**src/rtl/sync_pkg.sv**
```systemverilog
package sync_pkg;

    typedef enum logic [2:0] {
        OP_LOAD  = 3'd0,
        OP_STORE = 3'd1,
        OP_SWAP  = 3'd2,
        OP_FINC  = 3'd3,
        OP_LL    = 3'd4,
        OP_SC    = 3'd5,
        OP_RSV6  = 3'd6,
        OP_RSV7  = 3'd7
    } sync_op_e;

    localparam int OP_W = 3;

endpackage

```
**src/rtl/sync_rr_arbiter.sv**
```systemverilog
module sync_rr_arbiter #(
    parameter int N  = 4,
    parameter int IW = (N > 1) ? $clog2(N) : 1
) (
    input  logic          clk,
    input  logic          rst_n,
    input  logic [N-1:0]  req,
    output logic [N-1:0]  gnt,
    output logic [IW-1:0] gnt_idx,
    output logic          gnt_any
);

    typedef struct packed {
        logic [IW-1:0] ptr;
    } arb_st_t;

    arb_st_t st_d, st_q;

    always_comb begin
        int cand;
        st_d    = st_q;
        gnt     = '0;
        gnt_idx = '0;
        gnt_any = 1'b0;
        for (int k = 0; k < N; k++) begin
            cand = int'(st_q.ptr) + k;
            if (cand >= N) cand = cand - N;
            if (!gnt_any && req[cand]) begin
                gnt_any    = 1'b1;
                gnt[cand]  = 1'b1;
                gnt_idx    = IW'(cand);
            end
        end
        if (gnt_any) begin
            if (int'(gnt_idx) == N - 1) st_d.ptr = '0;
            else                        st_d.ptr = gnt_idx + 1'b1;
        end
    end

    always_ff @(posedge clk) begin
        if (!rst_n) st_q <= '0;
        else        st_q <= st_d;
    end

    p_one_grant_r8: assert property (@(posedge clk) disable iff (!rst_n)
        $onehot0(gnt));

    p_grant_needs_req_r8: assert property (@(posedge clk) disable iff (!rst_n)
        (gnt & ~req) == '0);

    p_idle_grants_nothing_r8: assert property (@(posedge clk) disable iff (!rst_n)
        (req == '0) |-> (gnt == '0));

endmodule

```
**src/rtl/sync_resv_monitor.sv**
```systemverilog
module sync_resv_monitor
    import sync_pkg::*;
#(
    parameter int N  = 4,
    parameter int AW = 4,
    parameter int IW = (N > 1) ? $clog2(N) : 1
) (
    input  logic          clk,
    input  logic          rst_n,
    input  logic          op_fire,
    input  logic [IW-1:0] op_port,
    input  sync_op_e      op_kind,
    input  logic [AW-1:0] op_addr,
    input  logic          wr_en,
    output logic          sc_ok
);

    typedef struct packed {
        logic [N-1:0]         vld;
        logic [N-1:0][AW-1:0] adr;
    } resv_st_t;

    resv_st_t st_d, st_q;

    always_comb begin
        sc_ok = st_q.vld[op_port] && (st_q.adr[op_port] == op_addr);
    end

    always_comb begin
        st_d = st_q;
        if (op_fire) begin
            for (int i = 0; i < N; i++) begin
                if (wr_en && st_q.vld[i] && (st_q.adr[i] == op_addr))
                    st_d.vld[i] = 1'b0;
            end
            if (op_kind == OP_LL) begin
                st_d.vld[op_port] = 1'b1;
                st_d.adr[op_port] = op_addr;
            end
            if (op_kind == OP_SC)
                st_d.vld[op_port] = 1'b0;
        end
    end

    always_ff @(posedge clk) begin
        if (!rst_n) st_q <= '0;
        else        st_q <= st_d;
    end

    p_ll_sets_link_r5: assert property (@(posedge clk) disable iff (!rst_n)
        (op_fire && op_kind == OP_LL)
        |=> (st_q.vld[$past(op_port)] && st_q.adr[$past(op_port)] == $past(op_addr)));

    p_sc_drops_own_r6: assert property (@(posedge clk) disable iff (!rst_n)
        (op_fire && op_kind == OP_SC) |=> !st_q.vld[$past(op_port)]);

    for (genvar gi = 0; gi < N; gi++) begin : g_clear_chk
        p_write_clears_r7: assert property (@(posedge clk) disable iff (!rst_n)
            (op_fire && wr_en)
            |=> !(st_q.vld[gi] && st_q.adr[gi] == $past(op_addr)));
    end

endmodule

```
**src/rtl/sync_op_unit.sv**
```systemverilog
module sync_op_unit
    import sync_pkg::*;
#(
    parameter int DW = 16
) (
    input  sync_op_e      op_kind,
    input  logic [DW-1:0] old_word,
    input  logic [DW-1:0] wdata,
    input  logic          sc_ok,
    output logic          wr_en,
    output logic [DW-1:0] new_word,
    output logic [DW-1:0] rsp_word
);

    always_comb begin
        wr_en    = 1'b0;
        new_word = wdata;
        rsp_word = old_word;
        unique case (op_kind)
            OP_STORE: begin
                wr_en    = 1'b1;
                rsp_word = '0;
            end
            OP_SWAP: begin
                wr_en    = 1'b1;
            end
            OP_FINC: begin
                wr_en    = 1'b1;
                new_word = old_word + 1'b1;
            end
            OP_SC: begin
                wr_en    = sc_ok;
                rsp_word = DW'(sc_ok);
            end
            default: begin
                wr_en    = 1'b0;
            end
        endcase
    end

endmodule

```
**src/rtl/atomic_sync_unit.sv**
```systemverilog
module atomic_sync_unit
    import sync_pkg::*;
#(
    parameter int NPORTS = 4,
    parameter int AW     = 4,
    parameter int DW     = 16
) (
    input  logic                  clk,
    input  logic                  rst_n,
    input  logic [NPORTS-1:0]     req_valid,
    output logic [NPORTS-1:0]     req_ready,
    input  logic [NPORTS*3-1:0]   req_op,
    input  logic [NPORTS*AW-1:0]  req_addr,
    input  logic [NPORTS*DW-1:0]  req_wdata,
    output logic [NPORTS-1:0]     rsp_valid,
    output logic [NPORTS*DW-1:0]  rsp_data
);

    localparam int IW    = (NPORTS > 1) ? $clog2(NPORTS) : 1;
    localparam int DEPTH = 1 << AW;

    typedef struct packed {
        logic [DEPTH-1:0][DW-1:0]  mem;
        logic [NPORTS-1:0]         rvld;
        logic [NPORTS-1:0][DW-1:0] rdat;
    } top_st_t;

    top_st_t st_d, st_q;

    logic [NPORTS-1:0] gnt;
    logic [IW-1:0]     gnt_idx;
    logic              gnt_any;
    sync_op_e          g_op;
    logic [AW-1:0]     g_addr;
    logic [DW-1:0]     g_wdata;
    logic [DW-1:0]     cur_word;
    logic              sc_ok;
    logic              wr_en;
    logic [DW-1:0]     new_word;
    logic [DW-1:0]     rsp_word;

    sync_rr_arbiter #(.N(NPORTS), .IW(IW)) i_arb (
        .clk     (clk),
        .rst_n   (rst_n),
        .req     (req_valid),
        .gnt     (gnt),
        .gnt_idx (gnt_idx),
        .gnt_any (gnt_any)
    );

    always_comb begin
        g_op     = sync_op_e'(req_op[gnt_idx*3 +: 3]);
        g_addr   = req_addr[gnt_idx*AW +: AW];
        g_wdata  = req_wdata[gnt_idx*DW +: DW];
        cur_word = st_q.mem[g_addr];
    end

    sync_resv_monitor #(.N(NPORTS), .AW(AW), .IW(IW)) i_resv (
        .clk     (clk),
        .rst_n   (rst_n),
        .op_fire (gnt_any),
        .op_port (gnt_idx),
        .op_kind (g_op),
        .op_addr (g_addr),
        .wr_en   (wr_en),
        .sc_ok   (sc_ok)
    );

    sync_op_unit #(.DW(DW)) i_op (
        .op_kind  (g_op),
        .old_word (cur_word),
        .wdata    (g_wdata),
        .sc_ok    (sc_ok),
        .wr_en    (wr_en),
        .new_word (new_word),
        .rsp_word (rsp_word)
    );

    always_comb begin
        st_d      = st_q;
        st_d.rvld = gnt;
        if (gnt_any) begin
            st_d.rdat[gnt_idx] = rsp_word;
            if (wr_en) st_d.mem[g_addr] = new_word;
        end
    end

    always_ff @(posedge clk) begin
        if (!rst_n) st_q <= '0;
        else        st_q <= st_d;
    end

    assign req_ready = gnt;
    assign rsp_valid = st_q.rvld;
    assign rsp_data  = st_q.rdat;

    p_swap_returns_old_r3: assert property (@(posedge clk) disable iff (!rst_n)
        (gnt_any && g_op == OP_SWAP)
        |=> (st_q.rdat[$past(gnt_idx)] == $past(cur_word)
             && st_q.mem[$past(g_addr)] == $past(g_wdata)));

    p_finc_adds_one_r4: assert property (@(posedge clk) disable iff (!rst_n)
        (gnt_any && g_op == OP_FINC)
        |=> (st_q.mem[$past(g_addr)] == DW'($past(cur_word) + 1'b1)));

    p_sc_fail_keeps_word_r6: assert property (@(posedge clk) disable iff (!rst_n)
        (gnt_any && g_op == OP_SC && !sc_ok)
        |=> (st_q.mem[$past(g_addr)] == $past(cur_word) && st_q.rdat[$past(gnt_idx)] == '0));

    p_single_response_r8: assert property (@(posedge clk) disable iff (!rst_n)
        $countones(rsp_valid) <= 1);

endmodule

```
**config.mk**
```make
export PLATFORM = sky130hd
export DESIGN_NAME = atomic_sync_unit
export DESIGN_NICKNAME = d
export VERILOG_FILES = /design/src/rtl/sync_pkg.sv /design/src/rtl/sync_rr_arbiter.sv /design/src/rtl/sync_resv_monitor.sv /design/src/rtl/sync_op_unit.sv /design/src/rtl/atomic_sync_unit.sv
export SDC_FILE = /design/constraint.sdc
export NUM_CORES = 1
export LEC_CHECK = 0
export ABC_AREA = 1
export BUFFER_PORTS_ARGS = -buffer_cell sky130_fd_sc_hd__buf_2
export CORE_ASPECT_RATIO = 1.75
export CORE_MARGIN = 2
export CORE_UTILIZATION = 55
export DETAILED_ROUTE_END_ITERATION = 10
export GPL_TIMING_DRIVEN = 0
export PLACE_DENSITY_LB_ADDON = 0.3
export SYNTH_ARGS = -nofsm -noshare
export SYNTH_HDL_FRONTEND = slang
export SYNTH_SLANG_ARGS = --single-unit
```
**constraint.sdc**
```tcl
create_clock -name clk -period 9.7 [get_ports clk]
set_clock_uncertainty 0.05 [all_clocks]
set_input_delay 1.94 -clock clk [delete_from_list [all_inputs] [get_ports clk]]
set_output_delay 1.94 -clock clk [all_outputs]
set_load 0.02 [all_outputs]
```
=== Word-level counts from Yosys, hierarchy flattened ===
Cells that the tools add are included.

* Register bits after elaboration: 346
* Output and inout port bits: 72

* $mul: 1
* Reduce and logical (&&, ||, !) cells: 24
* Add/sub/neg operators: 9
* Shifts and indexed selects: 3
* Bitwise logic cells: 6
* Equal/unequal tests: 12
* Mux-type cells: 68
* Magnitude comparators: 16

{| class="wikitable"
|+ Operators with widths
! cell !! count
|-
| bitwise mux 256 bit || 1
|-
| greater-or-equal comparator 32 x 1 -> 1 bit, second input constant || 4
|-
| < comparator 32 x 4 -> 1 bit, second input constant || 4
|-
| 2-to-1 mux 32 bit || 4
|-
| greater-or-equal comparator 32 x 4 -> 1 bit, second input constant || 3
|-
| subtractor 32 x 4 -> 32 bit, second input constant || 3
|-
| binary-select mux 16 bit (select 4 bit) || 1
|-
| bitwise mux 64 bit || 1
|-
| demux 16 bit (select 4 bit) || 1
|-
| 2-to-1 mux 16 bit || 4
|-
| variable part select 64 x 7 -> 16 bit || 1
|-
| 2-to-1 mux 20 bit || 2
|-
| demux 16 bit (select 2 bit) || 1
|-
| one-hot mux 16 bit (2 select lines) || 1
|-
| 2-to-1 mux 4 bit || 7
|-
| 2-to-1 mux 1 bit || 26
|-
| equality test 4 bit || 5
|-
| logical AND 1 bit || 18
|-
| adder 16 x 1 -> 16 bit, second input constant || 1
|-
| bitwise mux 16 bit || 1
|-
| bitwise OR 4 bit || 4
|-
| variable part select 16 x 5 -> 4 bit || 1
|-
| variable part select 12 x 5 -> 3 bit || 1
|-
| binary-select mux 1 bit (select 2 bit) || 5
|-
| other kinds (25) || 39
|}

=== Depth between registers and ports, before layout ===
* Depth in word-level cells: 29
* Mapped depth: 34

=== By module ===
A second synthesis with hierarchy kept.

* Cells, all modules: 3021
* Area, all modules: 18776.8 um^2

{| class="wikitable"
|+ Modules (own cells, without submodules)
! module !! instances !! area an instance (um^2) !! cells each
|-
| atomic_sync_unit || 1 || 16229.3 || 2561
|-
| sync_resv_monitor || 1 || 1282.5 || 214
|-
| sync_op_unit || 1 || 673.1 || 151
|-
| sync_rr_arbiter || 1 || 591.8 || 95
|}

=== Worst setup path before layout ===
OpenSTA, ideal clock, no wires.

* Path kind: in2reg
* From: input req_valid[2]
* To: register st_q[108] (netlist name)
* Arrival time: 4.752 ns
* Required time: 9.541 ns
* Path slack: 4.789 ns
* Path buffers: 3
* Library setup time: 0.109 ns
* Cell stages on the path: 29
* Cell sequence: inv_1 -> nand2_1 -> nand3_2 -> nand2_4 -> nor2_2 -> nor2_1 -> nand2_2 -> nand2_4 -> buf_6 -> nand2_1 -> nand3_1 -> nand2_4 -> inv_2 -> nor2_2 -> buf_4 -> nand2_1 -> nand2_1 -> inv_1 -> nand2_2 -> ha_1 -> nand3_1 -> inv_2 -> nand2_2 -> xnor2_1 -> nand2_2 -> buf_2 -> nand3_1 -> nand2_1 -> inv_1

* Word-level cells in the longest chain between the ends: 19
* Elaborated cells on any way between the ends: 53
* Classes of those cells: add/sub: 1; mul: 1; order compare: 2; eq/ne: 5; shift: 3; mux: 31; reduce/logical: 10

{| class="wikitable"
|+ Ends and longest elaborated chain
! what !! line !! source
|-
| start: declaration || atomic_sync_unit.sv:10 || <nowiki>input logic [NPORTS-1:0] req_valid,</nowiki>
|-
| binary-select mux 1 bit (select 2 bit) || sync_rr_arbiter.sv:28 || <nowiki>if (!gnt_any && req[cand]) begin</nowiki>
|-
| 2-to-1 mux 1 bit (not written as such) (2 in a row) || sync_rr_arbiter.sv:28 ||
|-
| 2-to-1 mux 1 bit || sync_rr_arbiter.sv:28 ||
|-
| zero test 1 bit || sync_rr_arbiter.sv:28 ||
|-
| logical AND 1 bit || sync_rr_arbiter.sv:28 ||
|-
| 2-to-1 mux 1 bit || sync_rr_arbiter.sv:28 ||
|-
| zero test 1 bit || sync_rr_arbiter.sv:28 ||
|-
| logical AND 1 bit || sync_rr_arbiter.sv:28 ||
|-
| [... 2 more ...] || -- ||
|-
| logical AND 1 bit || sync_rr_arbiter.sv:28 ||
|-
| 2-to-1 mux 2 bit || sync_rr_arbiter.sv:28 ||
|-
| variable part select 16 x 5 -> 4 bit, or another cell as far along || atomic_sync_unit.sv:53 || <nowiki>g_addr = req_addr[gnt_idx*AW +: AW];</nowiki>
|-
| binary-select mux 16 bit (select 4 bit), or another cell as far along || atomic_sync_unit.sv:55 || <nowiki>cur_word = st_q.mem[g_addr];</nowiki>
|-
| 2-to-1 mux 16 bit (not written as such), or another cell as far along || atomic_sync_unit.sv:55 ||
|-
| adder 16 x 1 -> 16 bit, or another cell as far along || sync_op_unit.sv:29 || <nowiki>new_word = old_word + 1'b1;</nowiki>
|-
| 2-to-1 mux 16 bit, or another cell as far along || sync_op_unit.sv:19 || <nowiki>unique case (op_kind)</nowiki>
|-
| bitwise mux 256 bit / AND reduction 2 bit (equally long branches) || -- ||
|-
| end signal: assignment || atomic_sync_unit.sv:90 || <nowiki>else st_q <= st_d;</nowiki>
|-
| end: declaration || atomic_sync_unit.sv:28 || <nowiki>top_st_t st_d, st_q;</nowiki>
|}

Parallel ways exist; a longest one is shown, timed or not. The select of a mux whose other input is x is not followed.
A chain may end at the register's enable or synchronous reset.

=== Final worst setup path ===
* From: input req_valid[0]
* To: register st_q[152] (netlist name)

Same word-level chain as after synthesis.

==> impl_metrics.json <==
{
  "ctsResizeCount": 0,
  "ctsHoldBuffers": 0,
  "final_antenna_net_count": 0,
  "drtIter0Drc": 1615,
  "placed_cells": 3736,
  "numPortBuffers": 168,
  "synth_seq_area_share": 0.351,
  "yosysTopAreaCell": "dfxtp_1",
  "die_w_um": 147,
  "drive_gt1_frac": 0.147,
  "drc": 1,
  "start_kind": "input port",
  "synthMostInstantiatedCell": "nand2_1",
  "coreArea_um2": 35300,
  "vias": 21200,
  "cts.sinks": 346,
  "hold_viol": 0,
  "routed_wirelength_um": 78700,
  "netlist.area_leader.share": 0.351,
  "worst_slew_pin_slew_ns": 1.01,
  "htreeDepth": 2,
  "status": "finished, violations left",
  "dieArea_um2": 37500,
  "r2r_start": "i_arb.st_q[1]",
  "overflow": 0,
  "via_per_inst": 5.57,
  "slew_viol_final": 0,
  "rsz0062_at_grt": "no",
  "min_period_ns": 6.14,
  "fin_nets": 3419,
  "cp.required_ns": 10.09,
  "period_share": 0.633,
  "start_util": 0.559,
  "reg2reg_to": "st_q[152]",
  "synthCells": 3103,
  "setup_violations": 0,
  "grt_antenna_before_repair": 1,
  "setup_slack_ns": 3.56,
  "die_y_um": 255,
  "syn_avg_cell_area_um2": 6.36,
  "violations": "design-rule violations",
  "gp_congestion": 0.996,
  "yosys-top-cells-count": "nand2_1, inv_1, dfxtp_1, a21oi_1, nand3_1",
  "fmax_ghz": 0.163,
  "ys_async_sr_fraction": 0,
  "max_stage_delay_ns": 0.48,
  "synth_area_leaders": "dfxtp_1, nand2_1, inv_1",
  "yosysWarnings": 0,
  "grt_pass1_wl_um": 116000,
  "hold_class": "register to register",
  "clockRootBuffer": "clkbuf_16",
  "cap_violations": 0,
  "cts_tree": "yes",
  "n_fill_cell": 3378,
  "cts.clk_slew.worst_paths_ns": 0.06,
  "cts_setup_buffers": 0,
  "endpoint": "st_q[152]",
  "cp_common_cell": "nand2_1",
  "holdWs_ns": 0.406,
  "worst-r2r-cell-count": 29,
  "clock_path_buffers": 3,
  "synth_seq_cells": 346,
  "insertion_delay_ns": 0.55,
  "crit_start": "req_valid[0]",
  "dr.pass1.iters": 10,
  "grt_pass1_vias": 19800,
  "netlist_area_um2": 19700,
  "fin_cells": 3799,
  "cp_max_fo": 10,
  "r2r_setup_slack_ns": 3.92,
  "wire_per_inst_um": 20.7,
  "register_area_um2": 6930,
  "finalSetupTns_ns": 0,
  "arrival_ns": 6.54,
  "synth_edf_count": 0,
  "synth_cell_types": 44,
  "path_class": "input port to register",
  "endpoint_kind": "register",
  "grt.total_usage": 0.410,
  "place_ws_ns": 3.17,
  "hpwl_um": 58700,
  "grt_max_degree": 17,
  "syn-num-nets": 3214,
  "cp_slowest_cell": "a22oi_2",
  "area_growth_pct": 13.3,
  "ys.flop_type": "dfxtp_1",
  "rows": 91,
  "relSlewSlack": 0.329,
  "cts_buffers": 35,
  "multi_input_area_um2": 9430,
  "ios": 170
}
placed cells by master (no fill, tap or decap), types with 6 or more instances in the layout:
master,synthesis,routed
a21oi_1,289,289
a22oi_1,12,12
buf_1,6,6
buf_2,62,230
buf_4,93,93
buf_6,13,13
clkbuf_1,82,83
clkbuf_16,0,36
clkbuf_8,0,9
clkinv_2,0,7
dfxtp_1,346,346
ha_1,13,13
inv_1,486,486
inv_2,16,16
nand2_1,982,982
nand2_2,21,21
nand3_1,231,231
nand3_2,7,7
nand3b_1,6,6
nand4_1,6,6
nor2_1,86,86
nor2_2,18,18
nor3_4,12,12
o211ai_1,17,17
o21a_1,43,43
o21ai_0,154,154
o21ai_1,30,30
o22ai_1,17,17
xor2_1,17,17
worst min path at each step:
| stage | slack (ns) | from | cells past startpoint | to |
|---|---|---|---|---|
| 3_5_place_dp | 0.40 | st_q[133] | 2 | st_q[133] |
| 5_1_grt | 0.43 | st_q[212] | 2 | st_q[212] |
| 3_3_place_gp | 0.39 | st_q[165] | 2 | st_q[165] |
| 6_report | 0.41 | st_q[85] | 2 | st_q[85] |
| 4_1_cts | 0.40 | st_q[133] | 2 | st_q[133] |
| 2_1_floorplan | 0.37 | st_q[292] | 2 | st_q[292] |
flip-flops by register name, summed over array words and instances (netlist names):
register / cells
i_arb.st_q: 2
i_resv.st_q: 20
rsp_data: 64
rsp_valid: 4
st_q: 256
critical path, delay by kind of cell:
kind                     cells  cell delay (ns)
AND/OR/NAND/NOR             17             1.89
AO/OA/AOI/OAI                3             0.71
adder cells (fa/ha/maj)      1             0.30
buffers and inverters        8             1.66
per-stage QoR:
| step | utilization | cell area, um2 |
|---|---|---|
| finish | 0.633 | 22400 |
| global route | 0.633 | 22400 |
| CTS | 0.633 | 22400 |
| detailed placement | 0.599 | 21200 |
| global placement | 0.599 | 21200 |
| floorplan | - | 19700 |
routing by layer:
layer | global-route usage | up-vias | part of all wire
met2 | 0.719 | 1294 | 0.48
met3 | 0.0707 | 411 | 0.084
met5 | 0 | - | 0
met1 | 0.411 | 9481 | 0.33
met4 | 0.378 | 0 | 0.11
li1 | - | 9976 | -
layout make-up:
| class | count | share of cell area |
|---|---|---|
| buffer | 256 | 0.0664 |
| clock buffer | 46 | 0.0460 |
| sequential | 346 | 0.310 |
| inverter | 504 | 0.0846 |
| antenna | 1 | 0.000112 |
| multi-input combinational | 1997 | 0.422 |
| clock inverter | 16 | 0.00728 |
| tap | 465 | 0.0260 |
| timing repair buffer | 168 | 0.0376 |
kinds of logic after synthesis:
kind of cell / synth area share
fa+ha+maj: 0.00824
flops: 0.351
mux: 0.00101
compound gates: 0.161
simple gates: 0.300
xor+xnor: 0.00843
buf+inv: 0.171
Power is not shown: default switching activity piles up to over one toggle a cycle in this logic, so the estimate is an artifact.
